File: src/rtl/rr_pkg.sv
package rr_pkg;
  localparam int WORD_W  = 32;
  localparam int MANT_W  = 23;
  localparam int EXP_W   = 8;
  localparam int WIN_W   = 3 * WORD_W;
  localparam int ACC_W   = WIN_W;
  localparam int P_W     = 2 * WORD_W;
  localparam int NWORDS  = 6;
  localparam int EXP_OFS = 126;
  localparam logic [30:0] QUARTER_PI_MAG = 31'h3F490FDB;

  typedef struct packed {
    logic [1:0]         quad;
    logic signed [63:0] rem;
  } reduce_t;

  // 2/pi, word 0 most significant; anything past the stored words is zero
  function automatic logic [WORD_W-1:0] tpi_word(input int k);
    case (k)
      0: return 32'h28be60db;
      1: return 32'h9391054a;
      2: return 32'h7f09d5f4;
      3: return 32'h7d4d3770;
      4: return 32'h36d8a566;
      5: return 32'h4f10e410;
      default: return '0;
    endcase
  endfunction

  function automatic logic [WORD_W-1:0] sig_word(input logic [31:0] a);
    return {1'b1, a[MANT_W-1:0], 8'h00};
  endfunction

  function automatic logic [EXP_W-1:0] exp_rel(input logic [31:0] a);
    return a[30:23] - EXP_W'(EXP_OFS);
  endfunction

  function automatic logic is_small(input logic [31:0] a);
    return a[30:0] <= QUARTER_PI_MAG;
  endfunction

  function automatic logic is_special(input logic [31:0] a);
    return &a[30:23];
  endfunction

  // quadrant rounding and sign application on the truncated product
  function automatic reduce_t finish(input logic [P_W-1:0] p, input logic neg);
    reduce_t r;
    logic [63:0] m;
    logic [1:0]  q;
    q = p[63:62];
    m = {2'b00, p[61:0]};
    if (p[61]) begin
      m = m - 64'h4000_0000_0000_0000;
      q = q + 2'd1;
    end
    if (neg) begin
      m = -m;
      q = -q;
    end
    r.quad = q;
    r.rem  = $signed(m);
    return r;
  endfunction
endpackage

File: src/rtl/rr_window.sv
module rr_window
  import rr_pkg::*;
(
  input  logic [31:0]       angle,
  output logic [WORD_W-1:0] ia,
  output logic [WIN_W-1:0]  win
);
  logic [EXP_W-1:0]  e_rel;
  logic [2:0]        word_idx;
  logic [4:0]        bit_sh;
  logic [WORD_W-1:0] w_hi, w_mid, w_lo, w_fill;
  logic [4*WORD_W-1:0] stream, stream_sh;

  assign ia       = sig_word(angle);
  assign e_rel    = exp_rel(angle);
  assign word_idx = e_rel[7:5];
  assign bit_sh   = e_rel[4:0];

  always_comb begin
    w_hi   = (word_idx == 3'd0) ? '0 : tpi_word(int'(word_idx) - 1);
    w_mid  = tpi_word(int'(word_idx));
    w_lo   = tpi_word(int'(word_idx) + 1);
    w_fill = tpi_word(int'(word_idx) + 2);
  end

  // funnel shift of the four words as one stream; top three words kept
  assign stream    = {w_hi, w_mid, w_lo, w_fill};
  assign stream_sh = stream << bit_sh;
  assign win       = stream_sh[4*WORD_W-1 -: WIN_W];
endmodule

File: src/rtl/rr_mul_seq.sv
module rr_mul_seq
  import rr_pkg::*;
#(
  parameter int STEP = 4
) (
  input  logic              clk,
  input  logic              rst_n,
  input  logic              start,
  input  logic [WORD_W-1:0] ia_in,
  input  logic [WIN_W-1:0]  w_in,
  output logic [P_W-1:0]    prod_o,
  output logic              fin_o
);
  localparam int N_CYC = WORD_W / STEP;
  localparam int CW    = (N_CYC > 1) ? $clog2(N_CYC) : 1;

  logic [WORD_W-1:0] ia_r;
  logic [ACC_W-1:0]  w_r, acc, acc_nx, chunk_sum;
  logic [CW-1:0]     cnt;
  logic              busy, fin;
  logic              chunk_add;
  logic              last_chunk;
  logic [ACC_W-1:0]  term [STEP];

  generate
    for (genvar j = 0; j < STEP; j++) begin : g_term
      assign term[j] = ia_r[j] ? (w_r << j) : '0;
    end
  endgenerate

  always_comb begin
    chunk_sum = '0;
    for (int j = 0; j < STEP; j++) chunk_sum = chunk_sum + term[j];
  end

  assign acc_nx     = acc + chunk_sum;
  assign chunk_add  = busy;
  assign last_chunk = busy && (cnt == CW'(N_CYC - 1));

  always_ff @(posedge clk) begin
    if (!rst_n) begin
      ia_r <= '0;
      w_r  <= '0;
      acc  <= '0;
      cnt  <= '0;
      busy <= 1'b0;
      fin  <= 1'b0;
    end else begin
      fin <= 1'b0;
      if (start) begin
        ia_r <= ia_in;
        w_r  <= w_in;
        acc  <= '0;
        cnt  <= '0;
        busy <= 1'b1;
      end else if (chunk_add) begin
        acc  <= acc_nx;
        ia_r <= ia_r >> STEP;
        w_r  <= w_r << STEP;
        cnt  <= cnt + 1'b1;
        if (last_chunk) begin
          busy <= 1'b0;
          fin  <= 1'b1;
        end
      end
    end
  end

  assign prod_o = acc[ACC_W-1 -: P_W];
  assign fin_o  = fin;
endmodule

File: src/rtl/rr_reducer.sv
module rr_reducer
  import rr_pkg::*;
#(
  parameter int MUL_STEP = 4
) (
  input  logic        clk,
  input  logic        rst_n,
  input  logic        in_valid,
  output logic        in_ready,
  input  logic [31:0] in_angle,
  output logic        out_done,
  output logic [1:0]  out_quadrant,
  output logic [63:0] out_remainder,
  output logic        out_bypass,
  output logic        out_special
);
  localparam int MUL_CYCLES = WORD_W / MUL_STEP;

  logic              accept;
  logic              busy_r;
  logic [31:0]       angle_r;
  logic              small_r, special_r;
  logic [WORD_W-1:0] ia;
  logic [WIN_W-1:0]  win;
  logic [P_W-1:0]    prod;
  logic              mul_fin;
  logic              pass_thru;
  reduce_t           red;

  assign accept    = in_valid && in_ready;
  assign in_ready  = !busy_r;
  assign pass_thru = small_r || special_r;
  assign red       = finish(prod, angle_r[31]);

  rr_window u_win (
    .angle (in_angle),
    .ia    (ia),
    .win   (win)
  );

  rr_mul_seq #(.STEP(MUL_STEP)) u_mul (
    .clk    (clk),
    .rst_n  (rst_n),
    .start  (accept),
    .ia_in  (ia),
    .w_in   (win),
    .prod_o (prod),
    .fin_o  (mul_fin)
  );

  always_ff @(posedge clk) begin
    if (!rst_n) begin
      busy_r        <= 1'b0;
      angle_r       <= '0;
      small_r       <= 1'b0;
      special_r     <= 1'b0;
      out_done      <= 1'b0;
      out_quadrant  <= '0;
      out_remainder <= '0;
      out_bypass    <= 1'b0;
      out_special   <= 1'b0;
    end else begin
      out_done <= 1'b0;
      if (accept) begin
        busy_r    <= 1'b1;
        angle_r   <= in_angle;
        special_r <= is_special(in_angle);
        small_r   <= !is_special(in_angle) && is_small(in_angle);
      end else if (mul_fin) begin
        busy_r      <= 1'b0;
        out_done    <= 1'b1;
        out_bypass  <= small_r;
        out_special <= special_r;
        if (pass_thru) begin
          out_quadrant  <= '0;
          out_remainder <= {32'h0, angle_r};
        end else begin
          out_quadrant  <= red.quad;
          out_remainder <= red.rem;
        end
      end
    end
  end
endmodule

File: config.mk
export PLATFORM = sky130hd
export DESIGN_NAME = rr_reducer
export DESIGN_NICKNAME = d
export VERILOG_FILES = /design/src/rtl/rr_pkg.sv /design/src/rtl/rr_window.sv /design/src/rtl/rr_mul_seq.sv /design/src/rtl/rr_reducer.sv
export SDC_FILE = /design/constraint.sdc
export NUM_CORES = 2
export LEC_CHECK = 0
export BUFFER_PORTS_ARGS = -buffer_cell sky130_fd_sc_hd__buf_2
export CAP_MARGIN = 20
export CORE_MARGIN = 5
export CORE_UTILIZATION = 55
export DETAILED_ROUTE_END_ITERATION = 7
export PLACE_DENSITY_LB_ADDON = 0.15
export SLEW_MARGIN = 15
export SYNTH_ARGS = -nofsm -noshare
export SYNTH_HDL_FRONTEND = slang
export SYNTH_HIERARCHICAL = 1
export SYNTH_SLANG_ARGS = --single-unit
File: constraint.sdc
create_clock -name clk -period 6.7 [get_ports clk]
set_clock_uncertainty 0.1 [all_clocks]
set_input_delay 1.34 -clock clk [delete_from_list [all_inputs] [get_ports clk]]
set_output_delay 1.34 -clock clk [all_outputs]
set_load 0.005 [all_outputs]
==> summary.json <==
{
  "utilization_pct": 57.9,
  "drc": 0,
  "worstSkewPairLatency_ns": 0.59,
  "post-synth-top-count-cell": "sky130_fd_sc_hd__nand2_1",
  "postCtsSetupRepairBufs": 0,
  "post-route-period-util_pct": 95.7,
  "largest_family_of_logic_cells_by_synthesized_area": "compound AO/OA/AOI/OAI gates",
  "synth_fa_ha_area_share_pct": 17.4,
  "tightestPinTransition_ns": 1.10,
  "list_of_most_frequent_post_synthesis_cells": "818 x sky130_fd_sc_hd__nand2_1, 613 x sky130_fd_sc_hd__inv_1, 392 x sky130_fd_sc_hd__o21ai_0",
  "final_hold_viol_count": 0,
  "detailed_place.area_sq_um": 40500,
  "setup_tns_ns": 0,
  "synth-edff-count": 0,
  "viasPerCell": 6.15,
  "postCtsResizedCells": 0,
  "grt_remaining_overflow": 0,
  "detail_route.wirelength_um": 134000,
  "synth-compound-area-share_pct": 22.3,
  "clock_sink_count": 333,
  "drtIter0Drc": 4364,
  "required_time_at_the_endpoint_of_the_critical_path_ns": 7.03,
  "port_buffers": 104,
  "routedWlPerCell_um": 21.7,
  "final.min_clock_period_ns": 6.41,
  "critical_path_arrival_ns": 6.75,
  "critPathLaunchType": "flop",
  "worst-setup-path-type": "reg -> reg",
  "hpwl_um": 102000,
  "swShare_pct": 38.2,
  "floorplan.die_area_sq_um": 78300,
  "routed-wl-met2_um": 57400,
  "postSynthCellCount": 5375,
  "yosys_warnings": 6,
  "synthSimpleGateAreaFrac_pct": 20.9,
  "grt_pass1_vias": 35600,
  "die-height_um": 280,
  "top_layer_used": "met5",
  "area_delta_synth_final_pct": 5.02,
  "clk_pin_slew_ns": 0.08,
  "largest_net_degree_at_the_start_of_global_routing": 151,
  "fin_nets": 5597,
  "final_max_slew_viol_count": 0,
  "global_route_wire_length_before_repair_um": 209000,
  "power_frac_seq_pct": 31.6,
  "most_used_flip_flop_cell_after_synthesis": "sky130_fd_sc_hd__dfxtp_1",
  "hold_buffer_count_at_cts": 0,
  "status": "complete, no violations",
  "max-vdd-ir-drop_uv": 220,
  "synth.area.top_cells": "sky130_fd_sc_hd__dfxtp_1 17%, sky130_fd_sc_hd__fa_1 14%, sky130_fd_sc_hd__nand2_1 7.7%",
  "synth_sequential_area_ratio_pct": 16.7,
  "max_freq_ghz": 0.156,
  "initial_core_utilization_pct": 55.1,
  "synth_area_sq_um": 40000,
  "fillers": 7014,
  "power.internal_w": 0.00438,
  "power_per_cell_area_nw_per_um2": 168,
  "drtPass1Iterations": 7,
  "synth_async_sr_flop_share_pct": 0,
  "clock_tree.root_cell": "sky130_fd_sc_hd__clkbuf_16",
  "drive_gt1_share_pct": 8.76,
  "synth_top_area_cell": "sky130_fd_sc_hd__dfxtp_1",
  "worstPathMaxFanout": 26,
  "end_kind": "flop",
  "design.core.area_sq_um": 72600,
  "ctsHtreeMaxLevel": 2,
  "clkPwrFrac_pct": 34.5,
  "netlist-cell-type-count": 125,
  "ios": 105,
  "met3RoutedLength_um": 11600,
  "design_area_sq_um": 42000,
  "combPwrFrac_pct": 33.9,
  "met1Wirelength_um": 59200,
  "tritoncts": "built",
  "routed-via-count": 38000,
  "std_cell_rows": 99,
  "grtUsageTotal_pct": 33.0,
  "synth_largest_type_area_fraction_pct": 16.7,
  "avgSynthCellArea_sq_um": 7.45,
  "setup_viol_count_final": 0,
  "ant_nets": 0,
  "clock_tree.buffer_depth": 3,
  "hold_class": "reg -> reg",
  "maxSlewHeadroom_pct": 26.2,
  "synth_xor_xnor_area_share_pct": 3.44,
  "maxCapViolCount": 0,
  "chipWidth_um": 280,
  "cellLeakagePower_nw": 18.5,
  "routability_congestion_estimate": 1.02,
  "yosys_register_bits": 333,
  "antenna_found_initial": 3,
  "switching_power_w": 0.00270,
  "cts_inserted_buffers": 41,
  "post_synth_mux_area_share_pct": 8.07
}
[layout make-up]
type	instances	area [sq um]	area share [%]
timing repair buffer	212	1420	3.37
sequential	333	6680	15.9
clock inverter	23	328	0.780
tap	959	1200	2.85
multi-input combinational	3967	28900	68.8
inverter	621	2340	5.57
antenna	1	2.50	0.00595
clock buffer	51	1130	2.70
[logic make-up (layout without fill, tap and decap cells)]
| kind of cell | Yosys count | after routing |
|---|---|---|
| multiplexers | 305 | 305 |
| XOR/XNOR | 155 | 155 |
| adder cells (fa/ha/maj) | 388 | 388 |
| AND/OR/NAND/NOR | 1762 | 1762 |
| other | 2 | 10 |
| AO/OA/AOI/OAI | 1348 | 1348 |
| buffers and inverters | 1082 | 907 |
| flip-flops | 333 | 333 |
[final timing paths]
kind | slack [ns] | from | end | cells after the start
worst max-delay path | 0.29 | u_mul/ia_r[2]$_SDFFE_PN0P_ | u_mul/acc[92]$_SDFFE_PP0P_ | 20
worst min-delay path | 0.34 | out_remainder[59]$_SDFFE_PN0P_ | out_remainder[59]$_SDFFE_PN0P_ | 2
worst max register to register | 0.29 | u_mul/ia_r[2]$_SDFFE_PN0P_ | u_mul/acc[92]$_SDFFE_PP0P_ | 20
worst min register to register | 0.34 | out_remainder[59]$_SDFFE_PN0P_ | out_remainder[59]$_SDFFE_PN0P_ | 2
[power by group through the flow]
stage	clock network, W	registers [W]	logic (W)
2_1_floorplan	0	0.00219	0.00171
3_3_place_gp	0	0.00228	0.00232
3_5_place_dp	0	0.00228	0.00232
4_1_cts	0.00249	0.00224	0.00233
5_1_grt	0.00256	0.00225	0.00259
6_report	0.00244	0.00224	0.00240
[routing by layer]
metal | vias up | GRT usage [%]
met1 | 18100 | 48.0
li1 | 17700 | -
met5 | - | 0
met3 | 291 | 5.90
met4 | 2 | 11.9
met2 | 1808 | 49.5
[critical path, stage by stage (launching register included)]
cell,delay [ns]
sky130_fd_sc_hd__dfxtp_4,0.54
sky130_fd_sc_hd__buf_4,0.26
sky130_fd_sc_hd__nand2_1,0.09
sky130_fd_sc_hd__fa_1,0.49
sky130_fd_sc_hd__inv_1,0.05
sky130_fd_sc_hd__fa_1,0.52
sky130_fd_sc_hd__inv_1,0.05
sky130_fd_sc_hd__fa_1,0.53
sky130_fd_sc_hd__inv_1,0.06
sky130_fd_sc_hd__ha_1,0.41
sky130_fd_sc_hd__a21oi_1,0.27
sky130_fd_sc_hd__o21ai_1,0.19
sky130_fd_sc_hd__a221o_1,0.36
sky130_fd_sc_hd__a21oi_1,0.49
sky130_fd_sc_hd__o2111ai_1,0.47
sky130_fd_sc_hd__or4b_1,0.35
sky130_fd_sc_hd__a211oi_1,0.12
sky130_fd_sc_hd__nor4b_1,0.49
sky130_fd_sc_hd__a21oi_1,0.15
sky130_fd_sc_hd__xnor2_1,0.18
sky130_fd_sc_hd__a21oi_1,0.08
[cell usage in the layout (no fill, tap or decap), drive strengths merged, types with 51 or more instances in the layout]
| master | synthesis | layout |
|---|---|---|
| nor2 | 291 | 291 |
| nand4 | 61 | 61 |
| buf | 162 | 212 |
| dfxtp | 333 | 333 |
| and2 | 258 | 258 |
| a21oi | 294 | 294 |
| o21ai | 431 | 431 |
| nand3 | 79 | 79 |
| nor3 | 62 | 62 |
| xor2 | 78 | 78 |
| xnor2 | 77 | 77 |
| inv | 617 | 619 |
| nand2 | 821 | 821 |
| clkbuf | 299 | 51 |
| mux2i | 255 | 255 |
| a21o | 61 | 61 |
| fa | 280 | 280 |
| ha | 106 | 106 |
[per-stage QoR]
step	cells	hold slack, ns	setup slack, ns	power, W
floorplan	5382	0.331	1.29	0.00390
global placement	6090	0.330	0.103	0.00459
detailed placement	6091	0.339	0.120	0.00460
CTS	6165	0.349	0.0802	0.00705
global route	6166	0.368	-0.0391	0.00741
finish	6167	0.344	0.289	0.00708
[state kept, by name, summed over array words and instances (netlist names), 2 cells and up]
signal and count:
u_mul/w_r 96, u_mul/ia_r 32, u_mul/cnt 3, angle_r 32, out_quadrant 2, u_mul/acc 96
out_remainder 64
Power figures use the tool's default switching activity.
